$ cat src/rtl/gpb_pkg.sv
package gpb_pkg;
  localparam int GPB_ADDR_W = 8;
  localparam int GPB_DATA_W = 32;
  localparam int GPB_HALF_W = GPB_DATA_W / 2;
  localparam int GPB_NHALF  = 2;

  localparam logic [GPB_ADDR_W-1:0] OFS_HALF_LO = 8'h00;
  localparam logic [GPB_ADDR_W-1:0] OFS_HALF_HI = 8'h04;
  localparam logic [GPB_ADDR_W-1:0] OFS_FULL    = 8'h08;
  localparam logic [GPB_ADDR_W-1:0] OFS_PINS    = 8'h0C;
  localparam logic [GPB_ADDR_W-1:0] OFS_DIR     = 8'h10;
  localparam logic [GPB_ADDR_W-1:0] OFS_DRV     = 8'h14;

  typedef enum logic [2:0] {
    SEL_HALF_LO,
    SEL_HALF_HI,
    SEL_FULL,
    SEL_PINS,
    SEL_DIR,
    SEL_DRV,
    SEL_NONE
  } reg_sel_e;
endpackage

$ cat src/rtl/gpb_decode.sv
module gpb_decode
  import gpb_pkg::*;
(
  input  logic [GPB_ADDR_W-1:0] addr_i,
  output reg_sel_e              sel_o
);
  always_comb begin
    unique case (addr_i)
      OFS_HALF_LO: sel_o = SEL_HALF_LO;
      OFS_HALF_HI: sel_o = SEL_HALF_HI;
      OFS_FULL:    sel_o = SEL_FULL;
      OFS_PINS:    sel_o = SEL_PINS;
      OFS_DIR:     sel_o = SEL_DIR;
      OFS_DRV:     sel_o = SEL_DRV;
      default:     sel_o = SEL_NONE;
    endcase
  end
endmodule

$ cat src/rtl/gpb_sync.sv
module gpb_sync #(
  parameter int WIDTH  = 32,
  parameter int STAGES = 2
) (
  input  logic             clk,
  input  logic             rst_n,
  input  logic [WIDTH-1:0] async_i,
  output logic [WIDTH-1:0] sync_o
);
  logic [WIDTH-1:0] stage_q [STAGES];
  logic             warm_q;

  always_ff @(posedge clk) begin
    if (!rst_n) begin
      stage_q[0] <= '0;
    end else begin
      stage_q[0] <= async_i;
    end
  end

  generate
    for (genvar s = 1; s < STAGES; s++) begin : g_stage
      always_ff @(posedge clk) begin
        if (!rst_n) begin
          stage_q[s] <= '0;
        end else begin
          stage_q[s] <= stage_q[s-1];
        end
      end

      p_stage_shift_r6: assert property (@(posedge clk) disable iff (!rst_n)
        warm_q |-> stage_q[s] == $past(stage_q[s-1]))
        else $error("p_stage_shift_r6");
    end
  endgenerate

  always_ff @(posedge clk) begin
    if (!rst_n) begin
      warm_q <= 1'b0;
    end else begin
      warm_q <= 1'b1;
    end
  end

  p_first_stage_r6: assert property (@(posedge clk) disable iff (!rst_n)
    warm_q |-> stage_q[0] == $past(async_i))
    else $error("p_first_stage_r6");

  assign sync_o = stage_q[STAGES-1];
endmodule

$ cat src/rtl/gpb_regfile.sv
module gpb_regfile
  import gpb_pkg::*;
(
  input  logic                  clk,
  input  logic                  rst_n,
  input  logic                  we_i,
  input  reg_sel_e              sel_i,
  input  logic [GPB_DATA_W-1:0] wdata_i,
  output logic [GPB_DATA_W-1:0] data_o,
  output logic [GPB_DATA_W-1:0] dir_o,
  output logic [GPB_DATA_W-1:0] drv_o
);
  logic [GPB_DATA_W-1:0] data_q, dir_q, drv_q, data_nxt;
  logic [GPB_HALF_W-1:0] keep_m, new_v;

  assign keep_m = wdata_i[GPB_DATA_W-1:GPB_HALF_W];
  assign new_v  = wdata_i[GPB_HALF_W-1:0];

  generate
    for (genvar h = 0; h < GPB_NHALF; h++) begin : g_half
      localparam reg_sel_e MY_SEL = (h == 0) ? SEL_HALF_LO : SEL_HALF_HI;
      logic hit;
      assign hit = we_i && (sel_i == MY_SEL);
      always_comb begin
        if (we_i && sel_i == SEL_FULL) begin
          data_nxt[h*GPB_HALF_W +: GPB_HALF_W] = wdata_i[h*GPB_HALF_W +: GPB_HALF_W];
        end else if (hit) begin
          data_nxt[h*GPB_HALF_W +: GPB_HALF_W] =
            (data_q[h*GPB_HALF_W +: GPB_HALF_W] & keep_m) | (new_v & ~keep_m);
        end else begin
          data_nxt[h*GPB_HALF_W +: GPB_HALF_W] = data_q[h*GPB_HALF_W +: GPB_HALF_W];
        end
      end
    end
  endgenerate

  always_ff @(posedge clk) begin
    if (!rst_n) begin
      data_q <= '0;
      dir_q  <= '0;
      drv_q  <= '0;
    end else begin
      data_q <= data_nxt;
      if (we_i && sel_i == SEL_DIR) dir_q <= wdata_i;
      if (we_i && sel_i == SEL_DRV) drv_q <= wdata_i;
    end
  end

  assign data_o = data_q;
  assign dir_o  = dir_q;
  assign drv_o  = drv_q;

  p_lo_keep_r2: assert property (@(posedge clk) disable iff (!rst_n)
    (we_i && sel_i == SEL_HALF_LO) |=>
      ((data_q[GPB_HALF_W-1:0] & $past(keep_m)) == ($past(data_q[GPB_HALF_W-1:0]) & $past(keep_m)))
      && $stable(data_q[GPB_DATA_W-1:GPB_HALF_W]))
    else $error("p_lo_keep_r2");

  p_hi_keep_r3: assert property (@(posedge clk) disable iff (!rst_n)
    (we_i && sel_i == SEL_HALF_HI) |=>
      ((data_q[GPB_DATA_W-1:GPB_HALF_W] & $past(keep_m)) == ($past(data_q[GPB_DATA_W-1:GPB_HALF_W]) & $past(keep_m)))
      && $stable(data_q[GPB_HALF_W-1:0]))
    else $error("p_hi_keep_r3");

  p_all_masked_r4: assert property (@(posedge clk) disable iff (!rst_n)
    (we_i && (sel_i == SEL_HALF_LO || sel_i == SEL_HALF_HI) && (&keep_m)) |=> $stable(data_q))
    else $error("p_all_masked_r4");

  p_full_write_r5: assert property (@(posedge clk) disable iff (!rst_n)
    (we_i && sel_i == SEL_FULL) |=> data_q == $past(wdata_i))
    else $error("p_full_write_r5");

  p_dir_write_r7: assert property (@(posedge clk) disable iff (!rst_n)
    (we_i && sel_i == SEL_DIR) |=> dir_q == $past(wdata_i))
    else $error("p_dir_write_r7");

  p_stray_write_r10: assert property (@(posedge clk) disable iff (!rst_n)
    (we_i && (sel_i == SEL_NONE || sel_i == SEL_PINS)) |=>
      $stable(data_q) && $stable(dir_q) && $stable(drv_q))
    else $error("p_stray_write_r10");
endmodule

$ cat src/rtl/gpb_pad_ctrl.sv
module gpb_pad_ctrl #(
  parameter int WIDTH = 32
) (
  input  logic [WIDTH-1:0] data_i,
  input  logic [WIDTH-1:0] dir_i,
  input  logic [WIDTH-1:0] drv_i,
  output logic [WIDTH-1:0] pad_out_o,
  output logic [WIDTH-1:0] pad_oe_o
);
  generate
    for (genvar p = 0; p < WIDTH; p++) begin : g_pin
      assign pad_out_o[p] = data_i[p];
      assign pad_oe_o[p]  = dir_i[p] & drv_i[p];
    end
  endgenerate
endmodule

$ cat src/rtl/gpio_bank_masked.sv
module gpio_bank_masked
  import gpb_pkg::*;
(
  input  logic                  clk,
  input  logic                  rst_n,
  input  logic [GPB_ADDR_W-1:0] bus_addr,
  input  logic                  bus_we,
  input  logic [GPB_DATA_W-1:0] bus_wdata,
  output logic [GPB_DATA_W-1:0] bus_rdata,
  input  logic [GPB_DATA_W-1:0] pad_in,
  output logic [GPB_DATA_W-1:0] pad_out,
  output logic [GPB_DATA_W-1:0] pad_oe
);
  reg_sel_e              sel;
  logic [GPB_DATA_W-1:0] data_w, dir_w, drv_w, pins_w;

  gpb_decode u_decode (
    .addr_i (bus_addr),
    .sel_o  (sel)
  );

  gpb_regfile u_regs (
    .clk     (clk),
    .rst_n   (rst_n),
    .we_i    (bus_we),
    .sel_i   (sel),
    .wdata_i (bus_wdata),
    .data_o  (data_w),
    .dir_o   (dir_w),
    .drv_o   (drv_w)
  );

  gpb_sync #(.WIDTH(GPB_DATA_W), .STAGES(2)) u_sync (
    .clk     (clk),
    .rst_n   (rst_n),
    .async_i (pad_in),
    .sync_o  (pins_w)
  );

  gpb_pad_ctrl #(.WIDTH(GPB_DATA_W)) u_pads (
    .data_i    (data_w),
    .dir_i     (dir_w),
    .drv_i     (drv_w),
    .pad_out_o (pad_out),
    .pad_oe_o  (pad_oe)
  );

  always_comb begin
    unique case (sel)
      SEL_HALF_LO: bus_rdata = {{GPB_HALF_W{1'b0}}, data_w[GPB_HALF_W-1:0]};
      SEL_HALF_HI: bus_rdata = {{GPB_HALF_W{1'b0}}, data_w[GPB_DATA_W-1:GPB_HALF_W]};
      SEL_FULL:    bus_rdata = data_w;
      SEL_PINS:    bus_rdata = pins_w;
      SEL_DIR:     bus_rdata = dir_w;
      SEL_DRV:     bus_rdata = drv_w;
      default:     bus_rdata = '0;
    endcase
  end

  p_oe_needs_both_r8: assert property (@(posedge clk) disable iff (!rst_n)
    (bus_we && sel == SEL_DIR && bus_wdata == '0) |=> pad_oe == '0)
    else $error("p_oe_needs_both_r8");

  p_half_read_r9: assert property (@(posedge clk) disable iff (!rst_n)
    (sel == SEL_HALF_LO || sel == SEL_HALF_HI) |-> bus_rdata[GPB_DATA_W-1:GPB_HALF_W] == '0)
    else $error("p_half_read_r9");
endmodule

$ cat config.mk
export PLATFORM = sky130hd
export DESIGN_NAME = gpio_bank_masked
export DESIGN_NICKNAME = d
export VERILOG_FILES = /design/src/rtl/gpb_pkg.sv /design/src/rtl/gpb_decode.sv /design/src/rtl/gpb_sync.sv /design/src/rtl/gpb_regfile.sv /design/src/rtl/gpb_pad_ctrl.sv /design/src/rtl/gpio_bank_masked.sv
export SDC_FILE = /design/constraint.sdc
export NUM_CORES = 1
export LEC_CHECK = 0
export ABC_AREA = 0
export CAP_MARGIN = 20
export CORE_MARGIN = 3
export CORE_UTILIZATION = 50
export DETAILED_ROUTE_END_ITERATION = 6
export MAX_ROUTING_LAYER = met4
export PLACE_DENSITY = 0.77
export SLEW_MARGIN = 15
export SYNTH_ARGS = -nofsm -noshare
export SYNTH_HDL_FRONTEND = slang
export SYNTH_HIERARCHICAL = 1
export SYNTH_SLANG_ARGS = --single-unit
$ cat constraint.sdc
create_clock -name clk -period 2.5 [get_ports clk]
set_input_delay 0.5 -clock clk [delete_from_list [all_inputs] [get_ports clk]]
set_output_delay 0.5 -clock clk [all_outputs]
set_load 0.1 [all_outputs]
After elaboration in Yosys (flattened, before gate mapping)
Memories as Yosys holds them, arrays and structs flattened.
Index checks and enable logic that the tools add are counted.
Widths: inputs -> output; s select.
{"block": "totals", "in_bits": 75, "ramBits": 64, "reg_bits": 96, "mem_count": 1}
{"block": "op_classes", "eq_ne": 10, "bitwise": 40, "reduce_logical": 9, "mux": 10}
{"name": "u_sync.stage_q", "words": 2, "word_bits": 32, "read_ports": 2, "rd_clocked_by_memory_dff": 0, "wr": 2, "line_no": "gpb_sync.sv:10", "text": "logic [WIDTH-1:0] stage_q [STAGES];"}
{"operator": "$pmux 32 s6", "count": 1}
{"operator": "$mux 16", "count": 4}
{"operator": "$mux 32", "count": 2}
{"operator": "$and 16x16->16", "count": 3}
{"operator": "$and 1x1->1", "count": 32}
{"operator": "$or 16x16->16", "count": 2}
{"operator": "$pmux 3 s6", "count": 1}
{"operator": "$eq 8x4->1 const B", "count": 2}
{"operator": "$eq 8x5->1 const B", "count": 2}
{"operator": "$not 16->16", "count": 1}
{"operator": "$eq 8x3->1 const B", "count": 1}
{"operator": "$logic_not 8->1", "count": 1}
{"operator": "$eq 3x2->1 const B", "count": 2}
{"operator": "$eq 3x3->1 const B", "count": 2}
{"operator": "$logic_and 1x1->1", "count": 5}
{"operator": "$reduce_bool 2->1", "count": 2}
{"operator": "$eq 3x1->1 const B", "count": 1}
{"operator": "$logic_not 3->1", "count": 1}
{"operator": "$mux 1", "count": 2}
{"operator": "$or 1x1->1", "count": 2}

Longest topological paths before layout
{"block": "depth", "word_depth": 6, "mapped_depth": 7, "depth_no_buf": 5}

Hierarchy
The synthesis kept the hierarchy.
{"module": "gpb_regfile", "seq_area_each_um2": 1921.8, "n_inst": 1, "cells_per_inst": 468, "area_per_inst_um2": 3903.7}
{"module": "gpb_sync", "seq_area_each_um2": 1281.2, "n_inst": 1, "cells_per_inst": 134, "area_per_inst_um2": 1791.7}
{"module": "gpio_bank_masked", "seq_area_each_um2": 0.0, "n_inst": 1, "cells_per_inst": 148, "area_per_inst_um2": 1182.4}
{"module": "gpb_pad_ctrl", "seq_area_each_um2": 0.0, "n_inst": 1, "cells_per_inst": 64, "area_per_inst_um2": 440.4}
{"module": "gpb_decode", "seq_area_each_um2": 0.0, "n_inst": 1, "cells_per_inst": 8, "area_per_inst_um2": 42.5}

Least setup slack after synthesis
Ideal clock, no wire load.
{"block": "synth_path", "path_type": "input to output", "from": "input port bus_addr[1]", "to": "output port bus_rdata[11]", "path_buffers": 2, "arrival_time_ns": 3.746, "cell_stages": 6, "path_slack_ns": -1.746, "t_required_ns": 2.000, "cell_sequence": "nor4b_1 -> and3_1 -> buf_2 -> buf_2 -> mux2i_1 -> o21ai_0"}
{"block": "synth_between", "elab_chain_cells": 4}
{"element": "from (decl)", "line_no": "gpio_bank_masked.sv:6", "text": "input logic [GPB_ADDR_W-1:0] bus_addr,"}
{"element": "$eq 8x5->1, or another cell as far along", "line_no": "gpb_decode.sv:8", "text": "unique case (addr_i)"}
{"element": "$pmux 3 s6 *", "line_no": "gpb_decode.sv:8"}
{"element": "net sel[0]", "line_no": "gpio_bank_masked.sv:14", "text": "reg_sel_e sel;"}
{"element": "$eq 3x3->1, or another cell as far along", "line_no": "gpio_bank_masked.sv:49", "text": "unique case (sel)"}
{"element": "$pmux 32 s6 *", "line_no": "gpio_bank_masked.sv:49"}
{"element": "to (decl)", "line_no": "gpio_bank_masked.sv:9", "text": "output logic [GPB_DATA_W-1:0] bus_rdata,"}
Mark *: on every way through the listed nets, which the timed path passes. The rest lies on a longest branch.

Worst setup path after layout
{"block": "layout_path", "from": "input port bus_addr[6]", "to": "output port bus_rdata[12]"}
The elaborated chain is that of the path after synthesis.

==> PnR_summary.wiki <==
{| class="wikitable"
! Metric !! Value
|-
| Dominant register cell in the synthesized netlist || sky130_fd_sc_hd__dfxtp_1
|-
| Achievable frequency || 379 MHz
|-
| Post-synthesis async set-or-reset flop share || 0%
|-
| Actual transition at the worst max-transition pin || 530 ps
|-
| Failing checks || setup timing
|-
| Final weighted congestion in routability-driven placement || 0.913
|-
| Share of the core filled with cells in the final layout || 79.7%
|-
| Most frequent standard cell in the layout excluding fill and tap cells || sky130_fd_sc_hd__dfxtp_1
|-
| Pre-CTS setup slack || -530 ps
|-
| Antenna viol nets, final || 0
|-
| Core Area || 14100 um2
|-
| Antenna cell count || 0
|-
| Iteration count of the initial detailed-routing pass || 5
|-
| Number of global-route vias before repair || 7040
|-
| Number of nets in the synthesized netlist || 897
|-
| Portion of the clock cycle consumed by the worst path in the final layout || 105%
|-
| Worst setup SP type || input pin
|-
| Nets@finish || 1060
|-
| Fraction of layout cells with a size suffix above 1 || 38.0%
|-
| Ys Warns || 6
|-
| Final HPWL from detailed placement || 17300 um
|-
| Initial core utilization || 52.0%
|-
| Setup WS post-layout || -136 ps
|-
| Count of vias placed by the detailed router || 6836
|-
| Worst Hold Slack || 450 ps
|-
| Area share of the largest cell type after synthesis || 43.5%
|-
| Data required, critical path || 2000 ps
|-
| Clock tree from TritonCTS || yes
|-
| Clock-pin slew on the worst setup and hold paths || 70 ps
|-
| Reported leakage power || 4.10 nW
|-
| Final setup violation count || 32
|-
| Overall global routing resource usage || 31.6%
|-
| Clock latency at the later pin of the worst-skew pair || 430 ps
|-
| Peak VDD IR || 628 uV
|-
| Total routed wirelength || 25600 um
|-
| Grt met3 use || 6.23%
|-
| First-pass GRT wire length || 38300 um
|-
| P per Cell Area || 526 nW/um2
|-
| Total Die Area || 16200 um2
|-
| Critical path data arrival time || 2140 ps
|-
| End of the worst hold path || u_sync/stage_q[1][5]$_SDFF_PN0_
|-
| # fillers || 885
|-
| Synthesized instance count || 822
|-
| Setup repair after global routing missed its margin || yes
|-
| Number of clock sinks || 160
|-
| Boundary pin count || 171
|-
| Cell variety after synth || 44
|-
| Number of cells on the worst hold path || 1
|-
| Fraction of the yosys area taken by sequential cells || 43.5%
|-
| GR Layer Usage met2 || 51.3%
|-
| Floorplan die height || 127 um
|-
| Number of H-tree levels || 4
|-
| Average wire per cell in the routed design || 21.8 um
|-
| Max-cap viol count || 0
|-
| Max transition margin || 64.6%
|-
| Clock tree root driver cell || sky130_fd_sc_hd__clkbuf_16
|-
| Routing layer with the top usage in global route || met2
|-
| Synthesized area per cell || 8.95 um2
|-
| Pins Over Slew Limit || 0
|-
| Post-synth top area cell || sky130_fd_sc_hd__dfxtp_1
|-
| Placed cell count || 1129
|-
| Number of CTS-inserted buffers || 17
|-
| Width of the chip || 127 um
|-
| Tot Pwr || 5.93 mW
|-
| Vias per std cell || 5.80
|-
| Status || complete, but fails checks
|-
| Congestion Overflow GR || 0
|-
| Buffer levels on the longest clock path || 2
|-
| Met1 track demand over resource || 37.7%
|-
| Count of flip-flops with a built-in enable after synthesis || 0
|-
| Final critical delay including setup and external delays || 2640 ps
|-
| # DRC || 0
|-
| Class of the tightest hold or removal check || register to register
|-
| Mapped cell area || 7360 um2
|-
| Non-filler cells in the finished layout || 1178
|-
| Final hold violation count || 0
|-
| Top area cells in the synthesized netlist || sky130_fd_sc_hd__dfxtp_1 (44%), sky130_fd_sc_hd__mux2i_1 (8.7%), sky130_fd_sc_hd__nand2_1 (7.2%), sky130_fd_sc_hd__and2_2 (6.5%), sky130_fd_sc_hd__a21oi_1 (5.4%)
|-
| Flop-to-flop setup slack || 1480 ps
|-
| Number of synthesized register bits || 160
|-
| Nature of the critical path endpoint || output pin
|-
| Depth of the worst register-to-register path || 3
|-
| Largest driver fanout on the critical path || 8
|-
| Port-buffer cells || 170
|-
| Starting DRC count in detailed routing || 591
|-
| Commonest cells after routing, fill and taps aside || sky130_fd_sc_hd__dfxtp_1 (160), sky130_fd_sc_hd__nand2_1 (139), sky130_fd_sc_hd__buf_4 (100)
|-
| Worst min-delay path startpoint || u_sync/stage_q[0][5]$_SDFF_PN0_
|-
| Initial antenna violation count || 0
|-
| WS Path Type || input pin to output pin
|-
| Worst setup skew after layout || 5.41 ps
|-
| Layout area overhead || 53.1%
|-
| Pin count of the biggest net entering global routing || 81
|-
| Core Rows || 43
|}
## report_power, final
part           leakage, nW  switching, mW  internal, mW
sequential            1.31         0.0538          2.62
clock                0.297           1.21          1.44
combinational         2.50          0.355         0.253
## metal layers
layer | vias to the layer above | share of wire, %
met3 | 66 | 7.1
met4 | 0 | 4.0
li1 | 3124 | -
met2 | 333 | 49
met5 | - | 0
met1 | 3313 | 40
## cell type report
class,instances,area (um2),share of cell area [%]
sequential,160,3200,28.4
tap,180,225,2.00
clock buffer,17,425,3.77
clock inverter,15,186,1.65
multi-input combinational,566,4460,39.6
timing repair buffer,238,2760,24.5
inverter,2,7.51,0.0666
## worst max-delay path by stage
| stage | start | endpoint | slack [ps] | cells after the start |
|---|---|---|---|---|
| floorplan | bus_addr[1] | bus_rdata[22] | -60 | 7 |
| global placement | bus_addr[1] | bus_rdata[20] | -490 | 8 |
| detailed placement | bus_addr[6] | bus_rdata[3] | -530 | 8 |
| CTS | bus_addr[7] | bus_rdata[17] | -130 | 9 |
| global route | bus_addr[7] | bus_rdata[12] | -170 | 9 |
| finish | bus_addr[6] | bus_rdata[12] | -140 | 9 |
## worst max-delay path, cell delays in order
cell                      delay, ps
sky130_fd_sc_hd__buf_2          150
sky130_fd_sc_hd__nor4b_4        220
sky130_fd_sc_hd__and3_4         330
sky130_fd_sc_hd__buf_4          160
sky130_fd_sc_hd__buf_12         150
sky130_fd_sc_hd__nor2_2          50
sky130_fd_sc_hd__a211o_1        300
sky130_fd_sc_hd__o21ai_4         80
sky130_fd_sc_hd__buf_12         190
## repair_timing
| item | in CTS | in global routing |
|---|---|---|
| cloned | 5 | 4 |
| pin swaps | 20 | 14 |
| gates resized for setup | 80 | 21 |
| hold buffers | 0 | 0 |
| endpoints found under the setup margin | 32 | 32 |
| buffers inserted | 7 | 4 |
## logic make-up after synthesis
group | share of synthesized area [%]
simple gates | 22.1
compound gates | 17.3
flops | 43.5
buf+inv | 8.18
mux | 8.70
xor+xnor | 0.221
## cells in the mapped netlist (2+ instances only)
master                     number
sky130_fd_sc_hd__clkbuf_2       6
sky130_fd_sc_hd__o21bai_1      10
sky130_fd_sc_hd__nand3_1       17
sky130_fd_sc_hd__nand2_1      141
sky130_fd_sc_hd__clkbuf_1      13
sky130_fd_sc_hd__and2_2        64
sky130_fd_sc_hd__nand2b_1      19
sky130_fd_sc_hd__dfxtp_1      160
sky130_fd_sc_hd__nor2_1        17
sky130_fd_sc_hd__o21ai_0        7
sky130_fd_sc_hd__buf_2         30
sky130_fd_sc_hd__o21ai_1        4
sky130_fd_sc_hd__mux2i_1       64
sky130_fd_sc_hd__nor4_1         2
sky130_fd_sc_hd__a32oi_1       10
sky130_fd_sc_hd__a31oi_1       11
sky130_fd_sc_hd__a211o_1       16
sky130_fd_sc_hd__o21ai_2       10
sky130_fd_sc_hd__buf_4         40
sky130_fd_sc_hd__a22oi_1        5
sky130_fd_sc_hd__a21bo_2       16
sky130_fd_sc_hd__nor2b_1        6
sky130_fd_sc_hd__o22ai_1       16
sky130_fd_sc_hd__a21oi_1       80
sky130_fd_sc_hd__buf_6          4
sky130_fd_sc_hd__o311ai_0       5
sky130_fd_sc_hd__and2_1        32
## per-stage QoR
step	TNS, ps	cell area, um2
floorplan	-406	8000
global placement	-25460	9920
detailed placement	-28930	9920
CTS	-2490	11000
global route	-3800	11300
finish	-2580	11300
No activity file was read; power rests on OpenSTA's default activity.
